[src/rtl/popc_pkg.sv]
package popc_pkg;
  typedef enum logic {
    ST_IDLE = 1'b0,
    ST_SCAN = 1'b1
  } popc_state_t;
endpackage

[src/rtl/popc_datapath.sv]
module popc_datapath #(
  parameter int DW = 16,
  localparam int CW = $clog2(DW + 1)
) (
  input  logic          clk,
  input  logic          rst,
  input  logic          ld_word,
  input  logic          do_step,
  input  logic          do_emit,
  input  logic [DW-1:0] word_in,
  output logic          word_nz,
  output logic          word_lsb,
  output logic [CW-1:0] count_out
);
  logic [DW-1:0] work_r;
  logic [CW-1:0] tally_r;
  logic [CW-1:0] out_r;

  // status toward the controller
  assign word_nz  = |work_r;
  assign word_lsb = work_r[0];

  always_ff @(posedge clk) begin
    if (rst) begin
      work_r  <= '0;
      tally_r <= '0;
    end else if (ld_word) begin
      work_r  <= word_in;
      tally_r <= '0;
    end else if (do_step) begin
      work_r  <= work_r >> 1;
      tally_r <= tally_r + CW'(word_lsb);
    end
  end

  always_ff @(posedge clk) begin
    if (rst) begin
      out_r <= '0;
    end else if (do_emit) begin
      out_r <= tally_r;
    end
  end

  assign count_out = out_r;
endmodule

[src/rtl/popc_ctrl.sv]
module popc_ctrl
  import popc_pkg::*;
(
  input  logic clk,
  input  logic rst,
  input  logic go,
  input  logic word_nz,
  output logic ld_word,
  output logic do_step,
  output logic do_emit,
  output logic scanning,
  output logic fin_pulse
);
  popc_state_t st_r;
  logic        fin_r;

  // input-based decisions: each depends on state and status together
  always_comb begin
    ld_word = (st_r == ST_IDLE) && go;
    do_step = (st_r == ST_SCAN) && word_nz;
    do_emit = (st_r == ST_SCAN) && !word_nz;
  end

  always_ff @(posedge clk) begin
    if (rst) begin
      st_r  <= ST_IDLE;
      fin_r <= 1'b0;
    end else begin
      fin_r <= do_emit;
      unique case (st_r)
        ST_IDLE: if (go)       st_r <= ST_SCAN;
        ST_SCAN: if (!word_nz) st_r <= ST_IDLE;
        default:               st_r <= ST_IDLE;
      endcase
    end
  end

  assign scanning  = (st_r == ST_SCAN);
  assign fin_pulse = fin_r;
endmodule

[src/rtl/bitcount_fsmd.sv]
module bitcount_fsmd #(
  parameter int DW = 16,
  localparam int CW = $clog2(DW + 1)
) (
  input  logic          clk,
  input  logic          rst,
  input  logic          start,
  input  logic [DW-1:0] data_in,
  output logic [CW-1:0] result,
  output logic          done
);
  logic ld_word, do_step, do_emit, word_nz, word_lsb, scanning;

  popc_ctrl u_ctrl (
    .clk       (clk),
    .rst       (rst),
    .go        (start),
    .word_nz   (word_nz),
    .ld_word   (ld_word),
    .do_step   (do_step),
    .do_emit   (do_emit),
    .scanning  (scanning),
    .fin_pulse (done)
  );

  popc_datapath #(.DW(DW)) u_dp (
    .clk       (clk),
    .rst       (rst),
    .ld_word   (ld_word),
    .do_step   (do_step),
    .do_emit   (do_emit),
    .word_in   (data_in),
    .word_nz   (word_nz),
    .word_lsb  (word_lsb),
    .count_out (result)
  );
endmodule

[config.mk]
export PLATFORM = sky130hd
export DESIGN_NAME = bitcount_fsmd
export DESIGN_NICKNAME = d
export VERILOG_FILES = /design/src/rtl/popc_pkg.sv /design/src/rtl/popc_datapath.sv /design/src/rtl/popc_ctrl.sv /design/src/rtl/bitcount_fsmd.sv
export SDC_FILE = /design/constraint.sdc
export NUM_CORES = 1
export LEC_CHECK = 0
export ABC_AREA = 0
export BUFFER_PORTS_ARGS = -buffer_cell sky130_fd_sc_hd__buf_2
export CAP_MARGIN = 20
export CORE_UTILIZATION = 48
export DETAILED_ROUTE_END_ITERATION = 7
export GPL_ROUTABILITY_DRIVEN = 0
export PLACE_DENSITY = 0.84
export SYNTH_ARGS = -nofsm -noshare
export SYNTH_HDL_FRONTEND = slang
export SYNTH_SLANG_ARGS = --single-unit
export TNS_END_PERCENT = 100
[constraint.sdc]
create_clock -name clk -period 1.6 [get_ports clk]
set_clock_uncertainty 0.05 [all_clocks]
set_input_delay 0.08 -clock clk [delete_from_list [all_inputs] [get_ports clk]]
set_output_delay 0.08 -clock clk [all_outputs]
set_load 0.01 [all_outputs]
==> flow_summary.json <==
{
  "status": "complete, but fails checks",
  "violations": "setup timing",
  "required_ps": 1810,
  "coreArea_sq_um": 2500,
  "clkSlewWorstSetupHoldPaths_ps": 160,
  "power_frac_clock": 0.297,
  "final_util": 0.700,
  "hpwlAfterDp_microns": 2180,
  "ys.flop_type": "dfxtp_1",
  "fin_crit_sh": 1.17,
  "p_per_area_nw_per_um2": 905,
  "start_kind": "flop",
  "portBuffers": 24,
  "post-place-ws_ps": -160,
  "cts_tree": "done",
  "critPathArrivalTime_ps": 2080,
  "start_util": 0.515,
  "drt_iter0_drc": 15,
  "drv_cap": 0,
  "place_area_sq_um": 1600,
  "dr_total_vias": 1228,
  "internal_power_mw": 1.17,
  "row_count": 18,
  "avgRoutedWirePerCell_microns": 13.6,
  "clk_latency_ps": 340,
  "synth_fp_nets": 166,
  "syn_avg_cell_area_sq_um": 8.88,
  "ant_nets": 0,
  "nets": 218,
  "num_io_pins": 25,
  "async_reset_ff_frac": 0,
  "yosys.area.top_type": "dfxtp_1",
  "fmaxAchievable_mhz": 535,
  "report.final.hold_viol_count": 0,
  "n_antenna_cell": 0,
  "rsz0062_at_grt": "true",
  "setup_viol": 15,
  "yosysWarningCount": 0,
  "cts_buffers": 3,
  "totalWireLength_microns": 3080,
  "netlist_instances": 145,
  "worst_pin_slew_ps": 458,
  "track_usage": 0.228,
  "synth-seq-cells": 28,
  "slew_headroom": 0.695,
  "htree_levels": 1,
  "yosysUniqueCellTypes": 24,
  "pwr-share-comb": 0.227,
  "worst_slack_ps": -270,
  "antenna_found_initial": 0,
  "synthDominantCellAreaShare": 0.435,
  "final_area_sq_um": 1750,
  "overflow": 0,
  "area_delta_synth_final_pct": 35.9,
  "yosysMostFrequentCell": "nor2_1",
  "routed_via_density": 5.43,
  "ir_drop_mv": 0.782,
  "layout-drive-gt1-share": 0.357,
  "yosys-top-cells-count": "nor2_1 (29), dfxtp_1 (28), a21oi_1 (15)",
  "power_leakage_nw": 0.793,
  "cts_sinks": 28,
  "drtPass1Iterations": 4,
  "switchingPower_mw": 0.410,
  "path_max_fanout": 7,
  "critPathCaptureType": "flop",
  "critPathKind": "reg -> reg",
  "syn_area_sq_um": 1290,
  "grt_pass1_wl_microns": 4730,
  "filler_cell_count": 188,
  "holdWs_ps": 30.1,
  "seq_power_share": 0.476,
  "grt_max_degree": 40,
  "slew_viol_final": 0,
  "grt_pass1_vias": 1136,
  "fp.dieH_microns": 53.8,
  "hold_path_class": "in -> reg",
  "drc_errors": 0,
  "finalCriticalPeriod_ps": 1870,
  "synth_edf_count": 0,
  "cts-root-buf": "clkbuf_4",
  "cts_buffer_depth": 2,
  "die_w_microns": 53.8,
  "p_sw_frac": 0.259,
  "yosysSeqAreaShare": 0.435,
  "synth_area_leaders": "dfxtp_1 (44%), mux2i_1 (10%), nor2_1 (8.5%)",
  "dieArea_sq_um": 2890
}
[worst paths after layout]
check	start	end	slack [ps]	cells past startpoint
hold / removal	data_in[4]	u_dp.work_r[4]$_SDFFE_PP0P_	30	5
hold reg to reg	u_dp.count_out[3]$_SDFFE_PP0P_	u_dp.count_out[3]$_SDFFE_PP0P_	450	2
setup reg to reg	u_dp.work_r[15]$_SDFFE_PP0P_	u_dp.tally_r[0]$_SDFFE_PP0P_	-270	6
setup / recovery	u_dp.work_r[15]$_SDFFE_PP0P_	u_dp.tally_r[0]$_SDFFE_PP0P_	-270	6
[layout by cell type (no fill, tap or decap)]
master and count:
or3_1 2, o21ai_1 6, or4_4 3, o21ai_2 2, a221oi_2 1, or3_2 1
ha_1 2, nand2_1 3, nor4_4 1, nand4_1 1, dfxtp_2 4, buf_12 1
nand3_1 3, o41ai_4 1, clkbuf_4 3, and2_4 1, dlygate4sd3_1 4, buf_6 1
nor2_1 29, buf_4 26, and2b_1 1, mux2i_1 13, bufinv_16 1, o21ai_0 2
a221oi_1 2, nand2b_1 7, buf_2 24, nor2b_1 1, a21oi_1 15, dfxtp_1 24
nand4b_1 5, or4_1 1, nor3_1 5
[registers in the layout, summed over array words and instances, names as in the netlist]
signal,flops
u_dp.tally_r,5
u_ctrl.fin_pulse,1
u_dp.work_r,16
u_dp.count_out,5
u_ctrl.scanning,1
[layout make-up]
type / count / area (sq um) / share of cell area
Clock buffer: 3 / 22.5 / 0.0129
Clock inverter: 1 / 30.0 / 0.0172
Multi-Input combinational cell: 108 / 707 / 0.404
Sequential cell: 28 / 566 / 0.323
Tap cell: 30 / 37.5 / 0.0215
Timing Repair Buffer: 56 / 387 / 0.221
[power by group through the flow]
stage                     sequential, mW  combinational (mW)  clock, mW
after global placement             0.764               0.304          0
after CTS                          0.752               0.338      0.479
after global routing               0.758               0.390      0.504
final                              0.754               0.360      0.470
after floorplan                    0.765               0.186          0
after detailed placement           0.766               0.319          0
[kinds of logic (layout without fill, tap and decap cells)]
| logic type | count (synthesis) | after routing | synth area share |
|---|---|---|---|
| multiplexers | 13 | 13 | 0.101 |
| flip-flops | 28 | 28 | 0.435 |
| buffers and inverters | 9 | 60 | 0.0262 |
| AO/OA/AOI/OAI | 29 | 29 | 0.139 |
| adder cells (fa/ha/maj) | 2 | 2 | 0.0194 |
| AND/OR/NAND/NOR | 64 | 64 | 0.279 |
[per-layer routing]
layer,wire length (microns),part of all wire,up-vias,GRT usage
met2,1570,0.51,25,0.409
met1,1370,0.44,579,0.255
met5,0,0,-,0
met3,68,0.022,7,0.0339
met4,70,0.023,0,0.123
li1,-,-,617,-
[through the flow]
step	setup TNS, ps	std cells	power, mW
floorplan	-2050	145	0.951
global placement	-1340	213	1.07
detailed placement	-2040	213	1.08
CTS	-2490	223	1.57
global route	-4320	226	1.65
finish	-3410	226	1.58
[worst max-delay path, cell delays in order (launching register included)]
cell and delay [ps]:
dfxtp_2 350, or4_4 570, o41ai_4 360, buf_4 200, buf_4 100, buf_4 90, o21ai_1 60
[repair_timing]
item,CTS,global route
hold buffers,4,0
resized for setup,6,4
pin swaps,1,9
endpoints found under the setup margin,15,15
hold endpoints to repair,4,0
buffers inserted,2,3
Note: power is estimated with default switching activity, not from simulation.
